[src/rtl/gpio_pkg.sv]
package gpio_pkg;
  typedef enum logic [1:0] {
    REG_DATA = 2'd0,
    REG_SET  = 2'd1,
    REG_CLR  = 2'd2,
    REG_DIR  = 2'd3
  } gpio_reg_e;
endpackage

[src/rtl/gpio_sync.sv]
module gpio_sync #(
  parameter int WIDTH  = 32,
  parameter int STAGES = 2
) (
  input  logic             clk_i,
  input  logic             rst_ni,
  input  logic [WIDTH-1:0] d_i,
  output logic [WIDTH-1:0] q_o
);
  logic [WIDTH-1:0] stage_q [STAGES];

  always_ff @(posedge clk_i or negedge rst_ni) begin
    if (!rst_ni) begin
      for (int s = 0; s < STAGES; s++) stage_q[s] <= '0;
    end else begin
      stage_q[0] <= d_i;
      for (int s = 1; s < STAGES; s++) stage_q[s] <= stage_q[s-1];
    end
  end

  assign q_o = stage_q[STAGES-1];
endmodule

[src/rtl/gpio_lane_swap.sv]
module gpio_lane_swap #(
  parameter int WIDTH = 32,
  parameter bit SWAP  = 1'b0
) (
  input  logic [WIDTH-1:0] d_i,
  output logic [WIDTH-1:0] q_o
);
  localparam int NB = WIDTH / 8;

  if (SWAP) begin : g_swap
    for (genvar b = 0; b < NB; b++) begin : g_lane
      assign q_o[8*b +: 8] = d_i[8*(NB-1-b) +: 8];
    end
  end else begin : g_pass
    assign q_o = d_i;
  end
endmodule

[src/rtl/gpio_bit_map.sv]
// Pin/register permutation; reversal is its own inverse, so one module serves both directions.
module gpio_bit_map #(
  parameter int WIDTH   = 32,
  parameter bit REVERSE = 1'b0
) (
  input  logic [WIDTH-1:0] d_i,
  output logic [WIDTH-1:0] q_o
);
  for (genvar n = 0; n < WIDTH; n++) begin : g_bit
    if (REVERSE) begin : g_rev
      assign q_o[n] = d_i[WIDTH-1-n];
    end else begin : g_fwd
      assign q_o[n] = d_i[n];
    end
  end
endmodule

[src/rtl/gpio_mmio_ctrl.sv]
module gpio_mmio_ctrl
  import gpio_pkg::*;
#(
  parameter int WIDTH        = 32,
  parameter int ADDR_W       = 3,
  parameter bit DIR_IS_INPUT = 1'b0,
  parameter bit BIT_REVERSE  = 1'b0,
  parameter bit BYTE_SWAP    = 1'b0
) (
  input  logic              clk_i,
  input  logic              rst_ni,
  input  logic              wr_en_i,
  input  logic              rd_en_i,
  input  logic [ADDR_W-1:0] addr_i,
  input  logic [WIDTH-1:0]  wdata_i,
  output logic [WIDTH-1:0]  rdata_o,
  input  logic [WIDTH-1:0]  pin_i,
  output logic [WIDTH-1:0]  pin_o,
  output logic [WIDTH-1:0]  pin_oe_o
);
  localparam logic [WIDTH-1:0] DIR_RESET = DIR_IS_INPUT ? {WIDTH{1'b1}} : {WIDTH{1'b0}};

  if (!(WIDTH == 8 || WIDTH == 16 || WIDTH == 32 || WIDTH == 64)) begin : g_bad_width
    $error("gpio_mmio_ctrl: WIDTH must be 8, 16, 32 or 64");
  end
  if (BYTE_SWAP && !(WIDTH == 16 || WIDTH == 32)) begin : g_bad_swap
    $error("gpio_mmio_ctrl: BYTE_SWAP needs WIDTH 16 or 32");
  end
  if (ADDR_W < 3) begin : g_bad_addr
    $error("gpio_mmio_ctrl: ADDR_W must be at least 3");
  end

  logic [WIDTH-1:0] wr_word, rd_word, out_q, dir_q, in_sync, in_reg, oe_reg;
  logic             mapped;
  gpio_reg_e        sel;

  gpio_lane_swap #(.WIDTH(WIDTH), .SWAP(BYTE_SWAP)) u_wswap (.d_i(wdata_i), .q_o(wr_word));
  gpio_lane_swap #(.WIDTH(WIDTH), .SWAP(BYTE_SWAP)) u_rswap (.d_i(rd_word), .q_o(rdata_o));

  gpio_sync #(.WIDTH(WIDTH), .STAGES(2)) u_sync (
    .clk_i (clk_i),
    .rst_ni(rst_ni),
    .d_i   (pin_i),
    .q_o   (in_sync)
  );

  gpio_bit_map #(.WIDTH(WIDTH), .REVERSE(BIT_REVERSE)) u_map_in  (.d_i(in_sync), .q_o(in_reg));
  gpio_bit_map #(.WIDTH(WIDTH), .REVERSE(BIT_REVERSE)) u_map_out (.d_i(out_q),   .q_o(pin_o));
  gpio_bit_map #(.WIDTH(WIDTH), .REVERSE(BIT_REVERSE)) u_map_oe  (.d_i(oe_reg),  .q_o(pin_oe_o));

  assign oe_reg = DIR_IS_INPUT ? ~dir_q : dir_q;
  assign mapped = (addr_i[ADDR_W-1:2] == '0);
  assign sel    = gpio_reg_e'(addr_i[1:0]);

  always_ff @(posedge clk_i or negedge rst_ni) begin
    if (!rst_ni) begin
      out_q <= '0;
      dir_q <= DIR_RESET;
    end else if (wr_en_i && mapped) begin
      unique case (sel)
        REG_DATA: out_q <= wr_word;
        REG_SET:  out_q <= out_q | wr_word;
        REG_CLR:  out_q <= out_q & ~wr_word;
        REG_DIR:  dir_q <= wr_word;
        default:  ;
      endcase
    end
  end

  always_comb begin
    rd_word = '0;
    if (rd_en_i && mapped) begin
      unique case (sel)
        REG_DATA: rd_word = in_reg;
        REG_SET:  rd_word = out_q;
        REG_CLR:  rd_word = '0;
        REG_DIR:  rd_word = dir_q;
        default:  rd_word = '0;
      endcase
    end
  end
endmodule

[config.mk]
export PLATFORM = sky130hd
export DESIGN_NAME = gpio_mmio_ctrl
export DESIGN_NICKNAME = d
export VERILOG_FILES = /design/src/rtl/gpio_pkg.sv /design/src/rtl/gpio_sync.sv /design/src/rtl/gpio_lane_swap.sv /design/src/rtl/gpio_bit_map.sv /design/src/rtl/gpio_mmio_ctrl.sv
export SDC_FILE = /design/constraint.sdc
export NUM_CORES = 1
export LEC_CHECK = 0
export ABC_CLOCK_PERIOD_IN_PS = 3900
export BUFFER_PORTS_ARGS = -buffer_cell sky130_fd_sc_hd__clkbuf_2
export CORE_UTILIZATION = 40
export DETAILED_ROUTE_END_ITERATION = 16
export PLACE_DENSITY = 0.74
export SYNTH_ARGS = -nofsm -noshare
export SYNTH_HDL_FRONTEND = slang
export SYNTH_HIERARCHICAL = 1
export SYNTH_SLANG_ARGS = --single-unit
[constraint.sdc]
create_clock -name clk_i -period 3.9 [get_ports clk_i]
set_clock_uncertainty 0.05 [all_clocks]
set_input_delay 0.78 -clock clk_i [delete_from_list [all_inputs] [get_ports clk_i]]
set_output_delay 0.78 -clock clk_i [all_outputs]
set_load 0.005 [all_outputs]
* Word level (Yosys, flattened, before mapping)
Cells that the tools add are included. W data, S select, Z words.
Cells by class: equality and inequality tests 3, muxes and demuxes 3, bitwise operators 4, reductions and logical operators 6
Operators by type and width (count):
- $pmux W32 S4 | 1
- $pmux W32 S3 | 1
- $and A32 B32 Y32 | 1
- $mux W32 | 1
- $not A32 Y32 | 1
- $or A32 B32 Y32 | 1
- $eq A2 B2 Y1 const B | 2
- $reduce_and A2 Y1 | 2
- $reduce_bool A3 Y1 | 1
- $eq A2 B1 Y1 const B | 1
- $logic_and A1 B1 Y1 | 2
- $logic_not A2 Y1 | 1
- $not A1 Y1 | 1
Word-level totals: bits in registers 128, output and inout port bits 96, word-level logic and storage cells 20

* Depth between registers and ports, before layout
depth after elaboration 3, gate-level depth with buffers 7, depth with buffers taken out 5

* Cells and area by module
The synthesis kept the hierarchy.
Modules (own cells, without submodules):
- gpio_mmio_ctrl | instances 1, cells each 369, area each 3885.0 µm²
- gpio_sync | instances 1, cells each 96, area each 1841.8 µm²
- gpio_bit_map | instances 3, cells each 32, area each 240.2 µm²
- gpio_lane_swap | instances 2, cells each 32, area each 240.2 µm²

* Least setup slack after synthesis
No wires, ideal clock.
kind input port to output port, from input addr_i[1], to output rdata_o[10], arrival 1.735 ns, path slack 1.335 ns, cell stages on the path 7, path buffers 3, cell sequence inv_1 ha_1 buf_2 clkbuf_1 a221oi_1 nor3_1 buf_4
On the way: word-level cells in the longest chain between the ends 3, elaborated cells between the ends (all ways) 6, those cells by class 3 x eq/ne; 2 x mux; 1 x reduce/logical
RTL lines:
- from (decl) | RTL line gpio_mmio_ctrl.sv:14 | input logic [ADDR_W-1:0] addr_i,
- $eq A2 B2 Y1, or another cell as far along | RTL line gpio_mmio_ctrl.sv:73 | unique case (sel)
- $pmux W32 S4 * | RTL line gpio_mmio_ctrl.sv:73
- $mux W32 * | RTL line gpio_mmio_ctrl.sv:72 | if (rd_en_i && mapped) begin
- to (decl) | RTL line gpio_mmio_ctrl.sv:16 | output logic [WIDTH-1:0] rdata_o,
Mark *: on every way between the ends. The rest lies on a longest branch, timed or not.

* Worst setup path in the final report
from input addr_i[1], to output rdata_o[17]
Same word-level chain as after synthesis.

==> results.md <==
* Syn Std Cell Area at 6930 um^2
* Count of instances resized after the clock tree is built at 0
* Count of non-filler cells in the finished layout at 821
* Die outline area at 17900 um^2
* Overflow left after global routing at 0
* Total number of clock tree sinks at 128
* Antenna Cells at 0
* Total number of vias at 4056
* Max-Cap Viols at 0
* Count of state elements after synthesis at 128
* Warnings from Yosys at 6
* Slew @ Worst Pin at 0.883 ns
* DPL Wire Length at 9.21 mm
* First-pass iteration count of the detailed router at 4
* Growth of design area from synthesis to finish at 2.02%
* Number of cells produced by synthesis at 625
* Worst slew slack as a fraction of its limit at 0.412
* Area taken by flip-flops and latches at 3200 um^2
* Synth Area per Inst at 11.1 um^2
* Leakage power total at 3.30 nW
* Routed WL per cell at 17.6 um
* Residual DRC count at 0
* Worst Path Required at 3.07 ns
* Share of cells above drive strength 1 at 0.449
* Residual antenna-violating net count after detailed routing at 0
* Number of nets in the synthesized netlist at 702
* Die Height at 134 um
* Initial core utilization at 0.413
* Crit path capture type: output port
* Clock latency reported for the late side of the worst-skew pair at 0.41 ns
* Final sum of negative setup slack at 0 ns
* Overall routed net length at 14.5 mm
* # IOs at 167
* # rows at 47
* Total of buffers placed on input and output ports at 166
* Setup Viol. Count Final at 0
* Worst hold-check path type: reg -> reg
* Final critical-path required period at 3.19 ns
* Count of pins over their slew limit at 0
* Worst-path clk slew at 0.06 ns
* CTS HTree Levels at 4
* Core area at 16800 um^2
* Routability cong. at 0.734
* Largest driver fanout on the critical path at 35
* FMAX at 0.313 GHz
* Clock Path Buffers at 2
* Vias per inst at 4.94
* TritonCTS clock tree: done
* Post-CTS setup buffer count at 0
* GRT Overall Usage at 0.169
* Final hold violation count at 0
* Multi-input gate area at 2080 um^2
* Number of clock buffers inserted by TritonCTS at 17
* Crit share post-route at 0.819
* Cell variety after synth at 22
* Share of the yosys chip area belonging to registers at 0.462
* Vias in the first global route at 4166
* Peak supply drop at 0.288 mV
* Worst setup path class: in -> out
* 1st-iter DRT viols at 184
* Global-route wire length before repair at 22.8 mm
* Clock root cell: clkbuf_16
* Die width at 134 um
* Hold Buf Count CTS at 0
* CP arrival at 2.36 ns
* Unrepaired setup endpoints after global routing: no
* Number of filler cells placed in the layout at 1576
* Antenna violations before repair at 0
* Power per cell area at 553 nW/um^2
* Run status: finished clean
* Pin count of the biggest net entering global routing at 79
* Post-layout net count at 665
* Slack of the worst reg-to-reg path at 3.04 ns
* Number of cells in the design after placement at 789
* Kind of launch point of the worst setup path: primary input
final timing paths:
path,cells past startpoint,start,to
worst max-delay path,7,addr_i[1],rdata_o[17]
worst min-delay path,0,u_sync/stage_q[60],u_sync/q_o[28]
worst max register to register,2,out_q[25],out_q[25]
worst min register to register,0,u_sync/stage_q[60],u_sync/q_o[28]
max in group asynchronous,2,rst_ni,u_sync/stage_q[60]
min in group asynchronous,1,rst_ni,u_sync/stage_q[40]
metrics by stage:
stage | instance area, um^2 | power [mW] | setup slack, ns | util | hold slack [ns]
finish | 7070 | 3.91 | 0.705 | 0.422 | 0.294
global route | 7070 | 4.09 | 0.578 | 0.422 | 0.297
floorplan | 6930 | 2.32 | 1.33 | - | 0.281
detailed placement | 6480 | 2.37 | 0.709 | 0.387 | 0.285
CTS | 7070 | 3.95 | 0.697 | 0.422 | 0.295
global placement | 6480 | 2.35 | 0.734 | 0.387 | 0.282
kinds of logic after synthesis:
kind of cell             share of synthesized area
buffers and inverters                        0.240
AO/OA/AOI/OAI                                0.131
flip-flops                                   0.462
AND/OR/NAND/NOR                             0.0865
multiplexers                                0.0697
adder cells (fa/ha/maj)                     0.0108
power by group:
group          leakage (nW)  switching [mW]  internal (mW)
combinational          1.51           0.325          0.352
clock                 0.278           0.581          0.986
sequential             1.51           0.153           1.51
total                  3.30            1.06           2.85
layout make-up:
type	instances	share of cell area
clock buffers	22	0.0671
flip-flops and latches	128	0.453
multi-input cells	266	0.295
well taps	220	0.0389
inverters	2	0.00106
repair buffers	173	0.129
clock inverters	10	0.0156
cell usage after synthesis (all sizes together):
master  instances  area share
ha              6       0.011
buf           214        0.23
o22ai          31       0.028
nand3b          1      0.0029
nor3           32       0.023
a21oi          64       0.061
a221oi         32       0.040
nand2b          2      0.0018
clkbuf         15      0.0083
mux2i           1      0.0014
dfrtp         128        0.46
o21a            1      0.0011
inv             2      0.0011
nor2b          63       0.057
mux2           32       0.068
nor3b           1      0.0018
registers in the layout (all words and copies together), names as in the netlist:
| signal | flops |
|---|---|
| dir_q | 32 |
| u_sync/stage_q | 32 |
| u_sync/q_o | 32 |
| out_q | 32 |
per-layer routing:
metal  global-route usage  up-vias  wire, um
li1                     -     1888         -
met1                0.214     2017      6520
met2                0.273      131      7010
met3               0.0483       20       736
met4               0.0631        0       220
met5                    0        -         0
critical path, cell delays in order:
cell and delay, ns:
clkbuf_2 0.13, inv_1 0.12, ha_2 0.63, buf_12 0.25, a221oi_1 0.07, nor3_1 0.21, clkbuf_2 0.15
cell usage in the layout (no fill, tap or decap):
| cell type | instances |
|---|---|
| a21oi_1 | 36 |
| a21oi_2 | 28 |
| a221oi_1 | 32 |
| buf_12 | 2 |
| buf_4 | 5 |
| buf_6 | 1 |
| bufinv_16 | 2 |
| clkbuf_1 | 2 |
| clkbuf_16 | 17 |
| clkbuf_2 | 165 |
| clkbuf_8 | 3 |
| clkinv_2 | 4 |
| clkinvlp_4 | 4 |
| dfrtp_1 | 128 |
| ha_1 | 3 |
| ha_2 | 3 |
| inv_1 | 2 |
| mux2_2 | 2 |
| mux2_4 | 30 |
| mux2i_1 | 1 |
| nand2b_2 | 2 |
| nand3b_4 | 1 |
| nor2b_1 | 63 |
| nor3_1 | 32 |
| nor3b_4 | 1 |
| o21a_1 | 1 |
| o22ai_1 | 31 |
Power figures use the tool's default switching activity.
